$ cat src/rtl/nor_seq_pkg.sv
package nor_seq_pkg;

  typedef enum logic [2:0] {
    OP_IDENT     = 3'd0,
    OP_ARRAY_RD  = 3'd1,
    OP_PROG      = 3'd2,
    OP_BUFPROG   = 3'd3,
    OP_SECT_ERS  = 3'd4,
    OP_DEV_ERS   = 3'd5,
    OP_QUERY     = 3'd6,
    OP_INVALID   = 3'd7
  } op_e;

  // where a write cycle takes its address and data from
  typedef enum logic [2:0] {
    K_CMD,     // fixed command word address, fixed byte
    K_TCONST,  // request address, fixed byte
    K_TDATA,   // request address, request data
    K_COUNT,   // request address, count minus one
    K_STREAM,  // request address + index, streamed word
    K_LCONST   // last buffered address, fixed byte
  } kind_e;

  localparam int CMD_AW = 12;

  typedef struct packed {
    kind_e             kind;
    logic [CMD_AW-1:0] waddr;
    logic [7:0]        cbyte;
    logic              last;
  } step_t;

  function automatic step_t mk_step(kind_e k, logic [CMD_AW-1:0] a, logic [7:0] b, logic l);
    step_t s;
    s.kind  = k;
    s.waddr = a;
    s.cbyte = b;
    s.last  = l;
    return s;
  endfunction

endpackage

$ cat src/rtl/nor_seq_script.sv
module nor_seq_script
  import nor_seq_pkg::*;
#(
  parameter int STEP_W = 3
) (
  input  op_e               op,
  input  logic [STEP_W-1:0] step,
  output step_t             st
);

  always_comb begin
    st = mk_step(K_CMD, 12'h555, 8'hAA, 1'b0);
    case (op)
      OP_ARRAY_RD: st = mk_step(K_CMD, 12'h000, 8'hF0, 1'b1);
      OP_QUERY:    st = mk_step(K_CMD, 12'h055, 8'h98, 1'b1);
      default: begin
        if (step == STEP_W'(1)) begin
          st = mk_step(K_CMD, 12'h2AA, 8'h55, 1'b0);
        end else if (step != '0) begin
          case (op)
            OP_PROG: begin
              if (step == STEP_W'(2)) st = mk_step(K_CMD, 12'h555, 8'hA0, 1'b0);
              else                    st = mk_step(K_TDATA, 12'h000, 8'h00, 1'b1);
            end
            OP_IDENT: st = mk_step(K_CMD, 12'h555, 8'h90, 1'b1);
            OP_BUFPROG: begin
              case (step)
                STEP_W'(2): st = mk_step(K_TCONST, 12'h000, 8'h25, 1'b0);
                STEP_W'(3): st = mk_step(K_COUNT,  12'h000, 8'h00, 1'b0);
                STEP_W'(4): st = mk_step(K_STREAM, 12'h000, 8'h00, 1'b0);
                default:    st = mk_step(K_LCONST, 12'h000, 8'h29, 1'b1);
              endcase
            end
            default: begin
              // sector and whole-device erase share steps 2..4
              case (step)
                STEP_W'(2): st = mk_step(K_CMD, 12'h555, 8'h80, 1'b0);
                STEP_W'(3): st = mk_step(K_CMD, 12'h555, 8'hAA, 1'b0);
                STEP_W'(4): st = mk_step(K_CMD, 12'h2AA, 8'h55, 1'b0);
                default: begin
                  if (op == OP_DEV_ERS) st = mk_step(K_CMD, 12'h555, 8'h10, 1'b1);
                  else                  st = mk_step(K_TCONST, 12'h000, 8'h30, 1'b1);
                end
              endcase
            end
          endcase
        end
      end
    endcase
  end

endmodule

$ cat src/rtl/nor_seq_ascale.sv
module nor_seq_ascale
  import nor_seq_pkg::*;
#(
  parameter int ADDR_W = 24
) (
  input  logic [CMD_AW-1:0] waddr,
  input  logic              byte_mode,
  output logic [ADDR_W-1:0] baddr
);

  localparam int PAD = ADDR_W - CMD_AW - 1;

  generate
    if (PAD > 0) begin : g_pad
      assign baddr = byte_mode ? {{PAD{1'b0}}, waddr, 1'b0}
                               : {{(PAD+1){1'b0}}, waddr};
    end else begin : g_nopad
      assign baddr = byte_mode ? {waddr, 1'b0} : {1'b0, waddr};
    end
  endgenerate

endmodule

$ cat src/rtl/nor_cmd_seq.sv
module nor_cmd_seq
  import nor_seq_pkg::*;
#(
  parameter int ADDR_W = 24,
  parameter int DATA_W = 16,
  parameter int CNT_W  = 6
) (
  input  logic              clk,
  input  logic              rst,
  input  logic              req_valid,
  output logic              req_ready,
  input  logic [2:0]        req_op,
  input  logic [ADDR_W-1:0] req_addr,
  input  logic [DATA_W-1:0] req_data,
  input  logic [CNT_W-1:0]  req_count,
  input  logic              byte_mode,
  input  logic              wd_valid,
  output logic              wd_ready,
  input  logic [DATA_W-1:0] wd_data,
  output logic [ADDR_W-1:0] bus_addr,
  output logic [DATA_W-1:0] bus_data,
  output logic              bus_stb,
  input  logic              bus_ack,
  output logic              busy,
  output logic              done,
  output logic              err
);

  localparam int STEP_W = 3;

  typedef enum logic [1:0] {S_IDLE, S_ISSUE, S_WAIT} state_e;

  state_e            state;
  op_e               op_q;
  logic [ADDR_W-1:0] addr_q;
  logic [ADDR_W-1:0] last_q;
  logic [DATA_W-1:0] data_q;
  logic [CNT_W-1:0]  cnt_q;
  logic [CNT_W-1:0]  widx;
  logic [STEP_W-1:0] step_q;
  logic              bm_q;

  step_t             st;
  logic [ADDR_W-1:0] cmd_addr;
  logic [ADDR_W-1:0] iss_addr;
  logic [DATA_W-1:0] iss_data;
  logic              iss_go;
  logic [CNT_W-1:0]  cnt_m1;
  logic              accept;
  logic              bad_req;

  nor_seq_script #(.STEP_W(STEP_W)) u_script (
    .op   (op_q),
    .step (step_q),
    .st   (st)
  );

  nor_seq_ascale #(.ADDR_W(ADDR_W)) u_ascale (
    .waddr     (st.waddr),
    .byte_mode (bm_q),
    .baddr     (cmd_addr)
  );

  assign cnt_m1  = cnt_q - 1'b1;
  assign accept  = req_valid && req_ready;
  assign bad_req = (req_op == OP_INVALID) ||
                   ((req_op == OP_BUFPROG) && (req_count == '0));
  assign wd_ready = (state == S_ISSUE) && (st.kind == K_STREAM);

  // source selection for the next write cycle
  always_comb begin
    iss_go   = 1'b1;
    iss_addr = addr_q;
    iss_data = {{(DATA_W-8){1'b0}}, st.cbyte};
    case (st.kind)
      K_CMD:    iss_addr = cmd_addr;
      K_TDATA:  iss_data = data_q;
      K_COUNT:  iss_data = {{(DATA_W-CNT_W){1'b0}}, cnt_m1};
      K_STREAM: begin
        iss_addr = addr_q + {{(ADDR_W-CNT_W){1'b0}}, widx};
        iss_data = wd_data;
        iss_go   = wd_valid;
      end
      K_LCONST: iss_addr = last_q;
      default:  ;
    endcase
  end

  always_ff @(posedge clk) begin
    if (rst) begin
      state     <= S_IDLE;
      op_q      <= OP_IDENT;
      addr_q    <= '0;
      last_q    <= '0;
      data_q    <= '0;
      cnt_q     <= '0;
      widx      <= '0;
      step_q    <= '0;
      bm_q      <= 1'b0;
      bus_addr  <= '0;
      bus_data  <= '0;
      bus_stb   <= 1'b0;
      busy      <= 1'b0;
      done      <= 1'b0;
      err       <= 1'b0;
      req_ready <= 1'b1;
    end else begin
      done <= 1'b0;
      err  <= 1'b0;
      case (state)
        S_IDLE: begin
          if (accept) begin
            if (bad_req) begin
              err <= 1'b1;
            end else begin
              op_q      <= op_e'(req_op);
              addr_q    <= req_addr;
              last_q    <= req_addr + {{(ADDR_W-CNT_W){1'b0}}, req_count} - 1'b1;
              data_q    <= req_data;
              cnt_q     <= req_count;
              bm_q      <= byte_mode;
              widx      <= '0;
              step_q    <= '0;
              busy      <= 1'b1;
              req_ready <= 1'b0;
              state     <= S_ISSUE;
            end
          end
        end
        S_ISSUE: begin
          if (iss_go) begin
            bus_addr <= iss_addr;
            bus_data <= iss_data;
            bus_stb  <= 1'b1;
            state    <= S_WAIT;
          end
        end
        default: begin
          if (bus_ack) begin
            bus_stb <= 1'b0;
            if (st.last) begin
              done      <= 1'b1;
              busy      <= 1'b0;
              req_ready <= 1'b1;
              state     <= S_IDLE;
            end else begin
              if ((st.kind == K_STREAM) && (widx != cnt_m1)) begin
                widx <= widx + 1'b1;
              end else begin
                step_q <= step_q + 1'b1;
              end
              state <= S_ISSUE;
            end
          end
        end
      endcase
    end
  end


  stb_hold_chk: assert property (@(posedge clk) disable iff (rst)
    bus_stb && !bus_ack |=> bus_stb && $stable(bus_addr) && $stable(bus_data));


  stb_in_op_chk: assert property (@(posedge clk) disable iff (rst)
    bus_stb |-> busy);


  refuse_busy_chk: assert property (@(posedge clk) disable iff (rst)
    busy |-> !req_ready);


  done_after_ack_chk: assert property (@(posedge clk) disable iff (rst)
    done |-> $past(bus_ack) && !busy && req_ready);


  err_quiet_chk: assert property (@(posedge clk) disable iff (rst)
    err |-> !busy && !bus_stb);


  stream_launch_chk: assert property (@(posedge clk) disable iff (rst)
    wd_valid && wd_ready |=> bus_stb && (bus_data == $past(wd_data)));

endmodule

$ cat config.mk
export PLATFORM = sky130hd
export DESIGN_NAME = nor_cmd_seq
export DESIGN_NICKNAME = d
export VERILOG_FILES = /design/src/rtl/nor_seq_pkg.sv /design/src/rtl/nor_seq_script.sv /design/src/rtl/nor_seq_ascale.sv /design/src/rtl/nor_cmd_seq.sv
export SDC_FILE = /design/constraint.sdc
export NUM_CORES = 1
export LEC_CHECK = 0
export ABC_CLOCK_PERIOD_IN_PS = 7400
export CAP_MARGIN = 20
export CORE_MARGIN = 2
export CORE_UTILIZATION = 60
export DETAILED_ROUTE_END_ITERATION = 16
export DONT_BUFFER_PORTS = 1
export GPL_TIMING_DRIVEN = 0
export PLACE_DENSITY = 0.84
export RECOVER_POWER = 25
export SKIP_LAST_GASP = 1
export SLEW_MARGIN = 15
export SYNTH_ARGS = -nofsm -noshare
export SYNTH_HDL_FRONTEND = slang
export SYNTH_SLANG_ARGS = --single-unit
$ cat constraint.sdc
create_clock -name clk -period 7.4 [get_ports clk]
set_clock_uncertainty 0.05 [all_clocks]
set_input_delay 0.74 -clock clk [delete_from_list [all_inputs] [get_ports clk]]
set_output_delay 0.74 -clock clk [all_outputs]
set_load 0.05 [all_outputs]
==> qor.csv, run 1 <==
metric;value;unit
grt_usage;37.9;%
fin_setup_tns;0;ns
cap_violations;0;
min_path_type;in2reg;
drive_gt1_share;6.27;%
end_kind;output port;
ys_seq_elements;130;
nets;1186;
syn_inst;1053;
ys.flop_type;dfxtp_1;
crit_type;reg2out;
dp_hpwl;20200;um
synth_top_cells_by_area;dfxtp_1, nand2_1, a21oi_1;
power_frac_comb;34.5;%
crit_buf_inv;4;
ys_warn_count;0;
clk_pin_slew_worst_paths;0.06;ns
syn2layout_area_growth;9.69;%
drt-initial-drc-count;1206;
tightestPinTransition;0.991;ns
numCtsBuffers;17;
async_reset_ff_share;0;%
p_clk_share;25.0;%
grt_overflow;0;
reg2reg_slack;3.92;ns
grt_pass1_wl;41800;um
rsz0062_at_grt;no;
io_buffers;0;
yosysMostFrequentCell;nand2_1;
holdBufCountCts;0;
crit_slowest_cell;and3_1;
fmax;246;MHz
synth-seq-area-share;32.7;%
final.fill_count;1161;
die_area;0.0142;mm^2
num_antenna_cells;0;
synth_compound_area_share;27.0;%
dp.cells;1229;
hold_viol;0;
clockBufferDepth;2;
synth_fa_ha_area_share;6.96;%
fp-row-count;42;
path_max_fanout;10;
syn_area;0.00795;mm^2
switching_power;1.44;mW
coreArea;0.0131;mm^2
fin_crit;4.07;ns
setup_viol;0;
crit_family;buffers and inverters;
synth_cell_types;74;
top_level_ports;117;
first_pass_iters;6;
post_cts_buffers;0;
die_y;119;um
die_w;119;um
insertion_delay;0.42;ns
relSlewSlack;33.6;%
synth_enable_flop_cells;0;
finalCritPeriodShare;54.9;%
timing.critical_path.slowest_cell_delay;0.53;ns
grt_antenna_before_repair;0;
p_leak;3.33;nW
crit_top_cell;buf_2;
drc_errors;0;
crit_chain;inv_1 > ha_1 > buf_2 > nor2b_1 > a311oi_1 > or3_1 > buf_2 > buf_2 > and3_1;
muxShareOfSynthArea;0.378;%
routed_wl;26800;um
drt-wirelength-per-cell;21.3;um
synth_area_leader_cell;dfxtp_1;
crit_arrival;3.28;ns
netSwitchingFraction;45.3;%
start_util;60.8;%
vias;8237;
cts_max_level;4;
pwr-share-seq;40.5;%
final_cells;1261;
synth-xor-area-share;4.14;%
internal_power;1.74;mW
grt_pass1_vias;7691;
cts_tree;yes;
final_antenna_net_count;0;
grt_max_degree;17;
synth_common_cells;nand2_1, dfxtp_1, a21oi_1;
peakVddDrop;0.213;mV
cts-root-buf;clkbuf_16;
avgViaCountPerCell;6.53;
synthSimpleGateAreaFrac;22.3;%
syn_area_per_cell;7.55;um^2
crit_required;6.61;ns
drv_slew;0;
p_per_area;365;mW/mm^2
cts.repair.resized;0;
synth.top_cell.area_share;32.7;%
synth_top_family_by_area;compound AO/OA/AOI/OAI gates;
outcome;finished, final reports clean;
start_kind;flop;
place_congestion;1.03;
syn_nets;1167;
clock-sinks;130;
-- metal layers --
metal	vias up	GRT usage, %	wire length [um]
li1	3808	-	-
met1	3811	47.1	10500
met2	514	62.9	12500
met3	104	7.57	2590
met4	0	18.4	1290
met5	-	0	0
-- cells in the final DEF, fill, tap and decap left out, drive strengths merged, types with 12 or more instances in the layout --
cell type,count
a31oi,19
nand2,182
ha,41
a211oi,17
xor2,14
nor2,77
inv,58
clkbuf,58
buf,27
xnor2,21
o21ai,68
nand4,17
o21a,12
dfxtp,130
nand3,24
a21oi,123
a221oi,18
nor3,26
nand2b,14
-- registers in the layout, summed over array words and instances (netlist names), 2 cells and up --
register  cells
step_q        3
widx          6
op_q          3
bus_addr     24
last_q       24
data_q       16
cnt_q         6
bus_data     16
addr_q       24
state         2
-- power groups by stage --
stage               logic (mW)  registers, mW  clock network [mW]
floorplan                0.787           1.24                   0
global placement          1.05           1.29                   0
detailed placement        1.06           1.30                   0
CTS                       1.07           1.28               0.789
global route              1.20           1.30               0.825
finish                    1.10           1.29               0.794
-- cell type report --
cell class                      instances  area, um^2  share of cell area, %
Buffer                                 62         300                   3.44
Clock buffer                           23         468                   5.37
Clock inverter                          9        82.6                  0.947
Inverter                               58         218                   2.50
Multi-Input combinational cell        803        4830                   55.4
Sequential cell                       130        2600                   29.8
Tap cell                              176         220                   2.53
-- worst paths after layout --
check | depth (start not counted) | endpoint | startpoint
min reg2reg | 2 | data_q[15] | data_q[15]
max | 9 | wd_ready | step_q[1]
min | 2 | data_q[10] | req_data[10]
max reg2reg | 11 | bus_data[12] | step_q[1]
-- worst reg2reg max path, stage by stage, from the launching register on --
cell and delay (ns):
dfxtp_1 0.44, inv_1 0.12, ha_1 0.19, buf_2 0.18
nor2b_1 0.21, a311oi_1 0.13, nor3_2 0.83, nor2_1 0.12
buf_2 0.25, clkbuf_1 0.35, a221oi_1 0.38, nor3_1 0.07
-- stage by stage --
stage	util, %	setup WS, ns	area, um^2	power (mW)	hold WS, ns
finish	66.6	3.33	8720	3.18	0.401
global route	66.6	3.22	8720	3.33	0.398
CTS	66.6	3.39	8720	3.15	0.401
detailed placement	62.4	3.68	8170	2.36	0.397
global placement	62.4	3.72	8170	2.34	0.392
floorplan	-	4.16	7950	2.03	0.382
-- logic make-up (layout without fill, tap and decap cells) --
| logic type | after synthesis | count (layout) |
|---|---|---|
| buffers and inverters | 120 | 152 |
| DFF | 130 | 130 |
| muxes | 3 | 3 |
| xor gates and xnor gates | 36 | 36 |
| and+or+nand+nor | 387 | 387 |
| adders and majority gates | 43 | 43 |
| AOI/OAI and AO/OA | 334 | 334 |
Power figures use the tool's default switching activity.
==> inputs of run 2 (changes only) <==
--- a/config.mk
+++ b/config.mk
@@ -5,14 +5,15 @@
 export SDC_FILE = /design/constraint.sdc
 export NUM_CORES = 1
 export LEC_CHECK = 0
-export ABC_CLOCK_PERIOD_IN_PS = 7400
+export ABC_AREA = 1
+export ABC_CLOCK_PERIOD_IN_PS = 3680
 export CAP_MARGIN = 20
 export CORE_MARGIN = 2
-export CORE_UTILIZATION = 60
+export CORE_UTILIZATION = 59
 export DETAILED_ROUTE_END_ITERATION = 16
 export DONT_BUFFER_PORTS = 1
 export GPL_TIMING_DRIVEN = 0
-export PLACE_DENSITY = 0.84
+export PLACE_DENSITY = 0.86
 export RECOVER_POWER = 25
 export SKIP_LAST_GASP = 1
 export SLEW_MARGIN = 15
==> constraint.sdc (replaced) <==
create_clock -name clk -period 3.68 [get_ports clk]
set_clock_uncertainty 0.05 [all_clocks]
set_input_delay 0.368 -clock clk [delete_from_list [all_inputs] [get_ports clk]]
set_output_delay 0.368 -clock clk [all_outputs]
set_load 0.05 [all_outputs]
==> run 2 against run 1 <==
  * Register-to-register slack lost 2.9 ns
  * Clock power up 120%
  * Sequential cell count did not move
  * Highest routed layer unchanged
==> qor.csv, run 2 <==
metric;value;unit;change
vias;8958;;was 8237
synth_common_cells;nand2_1, nor2_1, inv_1;;was nand2_1, dfxtp_1, a21oi_1
p_leak;4.18;nW;was 3.33 nW
synth-seq-area-share;30.9;%;was 32.7%
place_congestion;1.02;;was 1.03
setup_viol;0;;unchanged
fp-row-count;43;;was 42
grt_usage;36.1;%;was 37.9%
final_antenna_net_count;0;;unchanged
netSwitchingFraction;44.9;%;was 45.3%
ff_latch_area;0.00260;mm^2;unchanged
die_y;124;um;was 119 um
rsz0062_at_grt;no;;unchanged
drv_slew;0;;unchanged
cts.repair.resized;0;;unchanged
drt-wirelength-per-cell;17.6;um;was 21.3 um
hold_viol;0;;unchanged
clockBufferDepth;2;;unchanged
fmax;317;MHz;
min_path_type;in2reg;;unchanged
power_frac_comb;35.5;%;was 34.5%
pwr-share-seq;37.1;%;was 40.5%
cts_tree;yes;;unchanged
switching_power;2.92;mW;was 1.44 mW
cts-root-buf;clkbuf_16;;unchanged
die_w;124;um;was 119 um
synth_cell_types;45;;was 74
cts_max_level;4;;unchanged
multi_input_area;0.00501;mm^2;was 0.00483 mm^2
drive_gt1_share;7.58;%;was 6.27%
relSlewSlack;42.9;%;was 33.6%
tightestPinTransition;0.852;ns;was 0.991 ns
met1Wirelength;10800;um;was 10500 um
coreArea;0.0139;mm^2;was 0.0131 mm^2
crit_required;3.26;ns;was 6.61 ns
syn_inst;1313;;was 1053
grt_max_degree;17;;unchanged
p_clk_share;27.3;%;was 25.0%
peakVddDrop;0.381;mV;was 0.213 mV
internal_power;3.59;mW;was 1.74 mW
biggestRegsByFlops;addr_q: 24 flops, bus_addr: 24 flops, last_q: 24 flops;;unchanged
start_util;60.5;%;was 60.8%
synth.top_cell.area_share;30.9;%;was 32.7%
post_cts_buffers;0;;unchanged
finalCritPeriodShare;85.7;%;
start_kind;flop;;unchanged
crit_arrival;2.74;ns;was 3.28 ns
syn2layout_area_growth;10.0;%;was 9.69%
clock-sinks;130;;unchanged
yosysMostFrequentCell;nand2_1;;unchanged
wl_met2;12400;um;was 12500 um
top_level_ports;117;;unchanged
end_kind;output port;;unchanged
nets;1446;;was 1186
ys_warn_count;0;;unchanged
fin_setup_tns;0;ns;unchanged
path_max_fanout;10;;unchanged
numCtsBuffers;17;;unchanged
synth_top_cells_by_area;dfxtp_1, nand2_1, a21oi_1;;unchanged
fin_ws;0.526;ns;was 3.33 ns
syn_area;0.00843;mm^2;was 0.00795 mm^2
clk_pin_slew_worst_paths;0.06;ns;about the same
ys_seq_elements;130;;unchanged
p_per_area;701;mW/mm^2;was 365 mW/mm^2
grt_pass1_wl;42000;um;was 41800 um
die_area;0.0153;mm^2;was 0.0142 mm^2
holdWs;0.0443;ns;was 0.401 ns
crit_type;reg2out;;unchanged
avgViaCountPerCell;5.87;;was 6.53
top_layer;met4;;unchanged
dp_hpwl;20800;um;was 20200 um
grt_antenna_before_repair;0;;unchanged
place_worst_setup_slack;0.939;ns;was 3.68 ns
num_antenna_cells;0;;unchanged
layout_commonest_cell;nand2_1;;unchanged
synth_enable_flop_cells;0;;unchanged
syn_nets;1427;;was 1167
cap_violations;0;;unchanged
async_reset_ff_share;0;%;unchanged
drc_errors;0;;unchanged
final_core_util;66.6;%;about the same
first_pass_iters;5;;was 6
drt-initial-drc-count;959;;was 1206
fin_crit;3.15;ns;
routed_wl;26800;um;about the same
grt_overflow;0;;unchanged
layout_common_cells;nand2_1, nor2_1, inv_1;;was nand2_1, dfxtp_1, a21oi_1
outcome;finished, final reports clean;;unchanged
syn_area_per_cell;6.42;um^2;was 7.55 um^2
grt_pass1_vias;8310;;was 7691
synth_area_leader_cell;dfxtp_1;;unchanged
holdBufCountCts;0;;unchanged
ys.flop_type;dfxtp_1;;unchanged
io_buffers;0;;unchanged
final.fill_count;1308;;was 1161
route.met3.wl;2600;um;was 2590 um
insertion_delay;0.43;ns;was 0.42 ns
## run 2: cell count changes in the layout (fill, tap and decap cells not counted), sizes merged, moves of 15 or more
| cell | before | now |
|---|---|---|
| a31oi | 19 | 1 |
| nand3 | 24 | 88 |
| a221oi | 18 | 0 |
| o21ai | 68 | 112 |
| nor2 | 77 | 159 |
| inv | 58 | 162 |
| a211oi | 17 | 2 |
| nand2 | 182 | 330 |
| xnor2 | 21 | 5 |
| nor3 | 26 | 9 |
## run 2: area by class of cell
type	count	area share [%]
well taps	180	2.43
plain buffers	46	2.51
clock buffers	18	4.73
flip-flops and latches	130	28.1
multi-input cells	979	54.0
inverters	158	6.42
clock inverters	14	1.90
## run 2: stage by stage
step                      instances  total power [mW]  instance area (um^2)
final                          1525              6.51                  9280
after global routing           1525              6.87                  9280
after CTS                      1525              6.44                  9280
after detailed placement       1493              4.66                  8660
after global placement         1493              4.61                  8660
after floorplan                1313              3.99                  8430
## run 2: cell families (layout without fill, tap and decap cells)
logic type,count (synthesis),count (layout),share of synthesized area (%)
compound gates,283,283,18.0
xor+xnor,20,20,2.08
fa+ha+maj,43,43,6.56
buf+inv,204,236,9.82
flops,130,130,30.9
simple gates,633,633,32.6
## run 2: power by group through the flow
stage	Sequential, mW	Clock [mW]	Combinational [mW]
floorplan	2.32	0	1.68
global placement	2.42	0	2.19
detailed placement	2.43	0	2.23
CTS	2.40	1.77	2.26
global route	2.45	1.83	2.59
finish	2.42	1.78	2.31
## run 2: final timing paths
| path | slack, ns | end | cells past startpoint | start |
|---|---|---|---|---|
| worst max-delay path | 0.53 | wd_ready | 10 | step_q[0] |
| worst min-delay path | 0.04 | addr_q[7] | 2 | req_addr[7] |
| worst max register to register | 1.04 | bus_addr[7] | 15 | step_q[0] |
| worst min register to register | 0.44 | data_q[2] | 2 | data_q[2] |
## run 2: critical path: stages, from the launching register on
cell     delay, ns
dfxtp_1       0.39
inv_1         0.10
ha_1          0.25
nand2_2       0.14
nand2_2       0.14
nor2_8        0.16
nand2_4       0.08
nor2_4        0.12
nand2_2       0.10
buf_6         0.17
nor3_2        0.65
## run 2: per-layer routing
metal	track usage (%)	vias to the layer above
met5	0	-
met4	15.5	0
met3	7.93	72
met2	59.5	432
met1	45.3	4100
li1	-	4354
==> inputs of run 3 (changes only) <==
--- a/config.mk
+++ b/config.mk
@@ -6,14 +6,15 @@
 export NUM_CORES = 1
 export LEC_CHECK = 0
 export ABC_AREA = 1
-export ABC_CLOCK_PERIOD_IN_PS = 3680
+export ABC_CLOCK_PERIOD_IN_PS = 3500
 export CAP_MARGIN = 20
 export CORE_MARGIN = 2
-export CORE_UTILIZATION = 59
+export CORE_UTILIZATION = 60
 export DETAILED_ROUTE_END_ITERATION = 16
 export DONT_BUFFER_PORTS = 1
+export GPL_ROUTABILITY_DRIVEN = 0
 export GPL_TIMING_DRIVEN = 0
-export PLACE_DENSITY = 0.86
+export PLACE_DENSITY = 0.84
 export RECOVER_POWER = 25
 export SKIP_LAST_GASP = 1
 export SLEW_MARGIN = 15
==> constraint.sdc (replaced) <==
create_clock -name clk -period 3.5 [get_ports clk]
set_clock_uncertainty 0.05 [all_clocks]
set_input_delay 0.35 -clock clk [delete_from_list [all_inputs] [get_ports clk]]
set_output_delay 0.35 -clock clk [all_outputs]
set_load 0.05 [all_outputs]
==> run 3 against run 2 <==
  * Core utilization rose by 0.36 points
  * Die area fell by 1.6%
  * Wire length fell by 2.5%
  * Critical path depth did not move
  * Global-route usage fell by 0.98 points
  * Hold slack improved by 0.0023 ns
  * Register-to-register slack got worse by 0.11 ns
  * Clock-buffer cell count rose by 1
  * Cell count did not move
  * First-iteration DRC count fell by 1.7%
  * Power rose by 3.6%
  * Cell area fell by 0.24%
==> qor.csv, run 3 (synthesis gave the netlist of run 2 again) <==
metric;value;unit;change
outcome;finished, final reports clean;;unchanged
grt_usage;35.1;%;was 36.1%
grt_antenna_before_repair;0;;unchanged
top_level_ports;117;;unchanged
dp_hpwl;20100;um;was 20800 um
layout_commonest_cell;nand2_1;;unchanged
layout_common_cells;nand2_1, nor2_1, inv_1;;unchanged
crit_required;3.10;ns;was 3.26 ns
biggestRegsByFlops;addr_q: 24 flops, bus_addr: 24 flops, last_q: 24 flops;;unchanged
drt-wirelength-per-cell;17.2;um;was 17.6 um
cap_violations;0;;unchanged
post_cts_buffers;0;;unchanged
die_w;123;um;was 124 um
p_leak;4.17;nW;was 4.18 nW
fin_setup_tns;0;ns;unchanged
crit_slowest_cell;nor3_2;;unchanged
crit_family;simple AND/OR/NAND/NOR gates;;unchanged
syn2layout_area_growth;9.76;%;was 10.0%
routed_wl;26200;um;was 26800 um
stdcell_area;0.00926;mm^2;was 0.00928 mm^2
end_kind;output port;;unchanged
crit_type;reg2out;;unchanged
min_path_type;in2reg;;unchanged
crit_chain;inv_1 > ha_1 > nand2_2 > nand2_2 > nor2_8 > nand2_4 > nor2_4 > nand2_2 > buf_6 > nor3_2;;unchanged
clockBufferDepth;2;;unchanged
path_max_fanout;10;;unchanged
grt_overflow;0;;unchanged
tightestPinTransition;0.888;ns;was 0.852 ns
final_core_util;66.9;%;was 66.6%
drt-initial-drc-count;943;;was 959
grt_max_degree;17;;unchanged
cts.repair.resized;0;;unchanged
io_buffers;0;;unchanged
peakVddDrop;0.409;mV;was 0.381 mV
p_per_area;729;mW/mm^2;was 701 mW/mm^2
fp-row-count;43;;unchanged
holdBufCountCts;0;;unchanged
numCtsBuffers;17;;unchanged
rsz0062_at_grt;no;;unchanged
vias;9087;;was 8958
num_antenna_cells;0;;unchanged
avgViaCountPerCell;5.96;;was 5.87
nets;1446;;unchanged
setup_viol;0;;unchanged
timing.critical_path.slowest_cell_delay;0.67;ns;was 0.65 ns
grt_pass1_vias;8473;;was 8310
die_y;123;um;was 124 um
drc_errors;0;;unchanged
first_pass_iters;9;;was 5
fin_crit;3.09;ns;
crit_arrival;2.69;ns;was 2.74 ns
drive_gt1_share;7.51;%;was 7.58%
fmax;324;MHz;
holdWs;0.0466;ns;was 0.0443 ns
hold_depth;2;;unchanged
start_util;61.0;%;was 60.5%
final_antenna_net_count;0;;unchanged
insertion_delay;0.42;ns;was 0.43 ns
grt_pass1_wl;41100;um;was 42000 um
relSlewSlack;40.5;%;was 42.9%
total_power;6.74;mW;was 6.51 mW
coreArea;0.0138;mm^2;was 0.0139 mm^2
cts-root-buf;clkbuf_16;;unchanged
clock-sinks;130;;unchanged
drv_slew;0;;unchanged
crit_top_cell;nand2_2;;unchanged
clk_pin_slew_worst_paths;0.06;ns;about the same
dpl_cell_area;0.00866;mm^2;unchanged
rr_worst_depth;16;;was 15
finalCritPeriodShare;88.3;%;
start_kind;flop;;unchanged
cts_max_level;4;;unchanged
die_area;0.0150;mm^2;was 0.0153 mm^2
hold_viol;0;;unchanged
path_depth;10;;unchanged
cts_tree;yes;;unchanged
crit_buf_inv;2;;unchanged
run 3: cell types whose count changed in the layout (fill, tap and decap cells not counted), sizes merged:
cell and delta:
inv -1, clkinv +1, bufinv -1, clkbuf +1
run 3: routing by layer:
metal	global-route usage [%]	vias to the layer above	part of all wire (%)
met5	0	-	0
met4	19.4	0	5.0
met3	9.34	105	12
met2	57.0	507	44
met1	42.1	4123	39
li1	-	4352	-
run 3: report_power, final:
group	internal [mW]	switching [mW]	leakage, nW
clock	1.08	0.711	0.285
combinational	0.764	1.66	2.82
sequential	1.86	0.673	1.07
total	3.70	3.04	4.17
run 3: stage by stage:
step / setup WS [ns] / instances
finish: 0.409 / 1525
global route: 0.308 / 1525
CTS: 0.417 / 1525
detailed placement: 0.796 / 1493
global placement: 0.402 / 1493
floorplan: 0.631 / 1313
run 3: path summary, 6_finish.rpt:
check                                  from  slack (ns)            to
worst min-delay path            req_addr[5]        0.05     addr_q[5]
worst max register to register    step_q[0]        0.93  bus_addr[15]
worst min register to register   data_q[13]        0.44    data_q[13]
worst max-delay path              step_q[0]        0.41      wd_ready
run 3: layout make-up:
class,count,area [um^2]
fillers,1275,4570
plain buffers,46,233
clock buffers,19,443
inverters,158,596
multi-input cells,979,5010
well taps,180,225
clock inverters,13,150
flip-flops and latches,130,2600
run 3: worst reg2reg max path: stages, from the launching register on:
cell and delay [ns]:
dfxtp_1 0.37, inv_1 0.09, ha_1 0.24, nand2_1 0.13, nand2_1 0.10, nor2_2 0.10, nand2_1 0.11, nand2_2 0.10
nand3_4 0.12, nand2_2 0.13, buf_6 0.18, inv_4 0.09, buf_6 0.16, nand3_1 0.10, o21ai_1 0.07, a21oi_1 0.21
a21oi_1 0.10
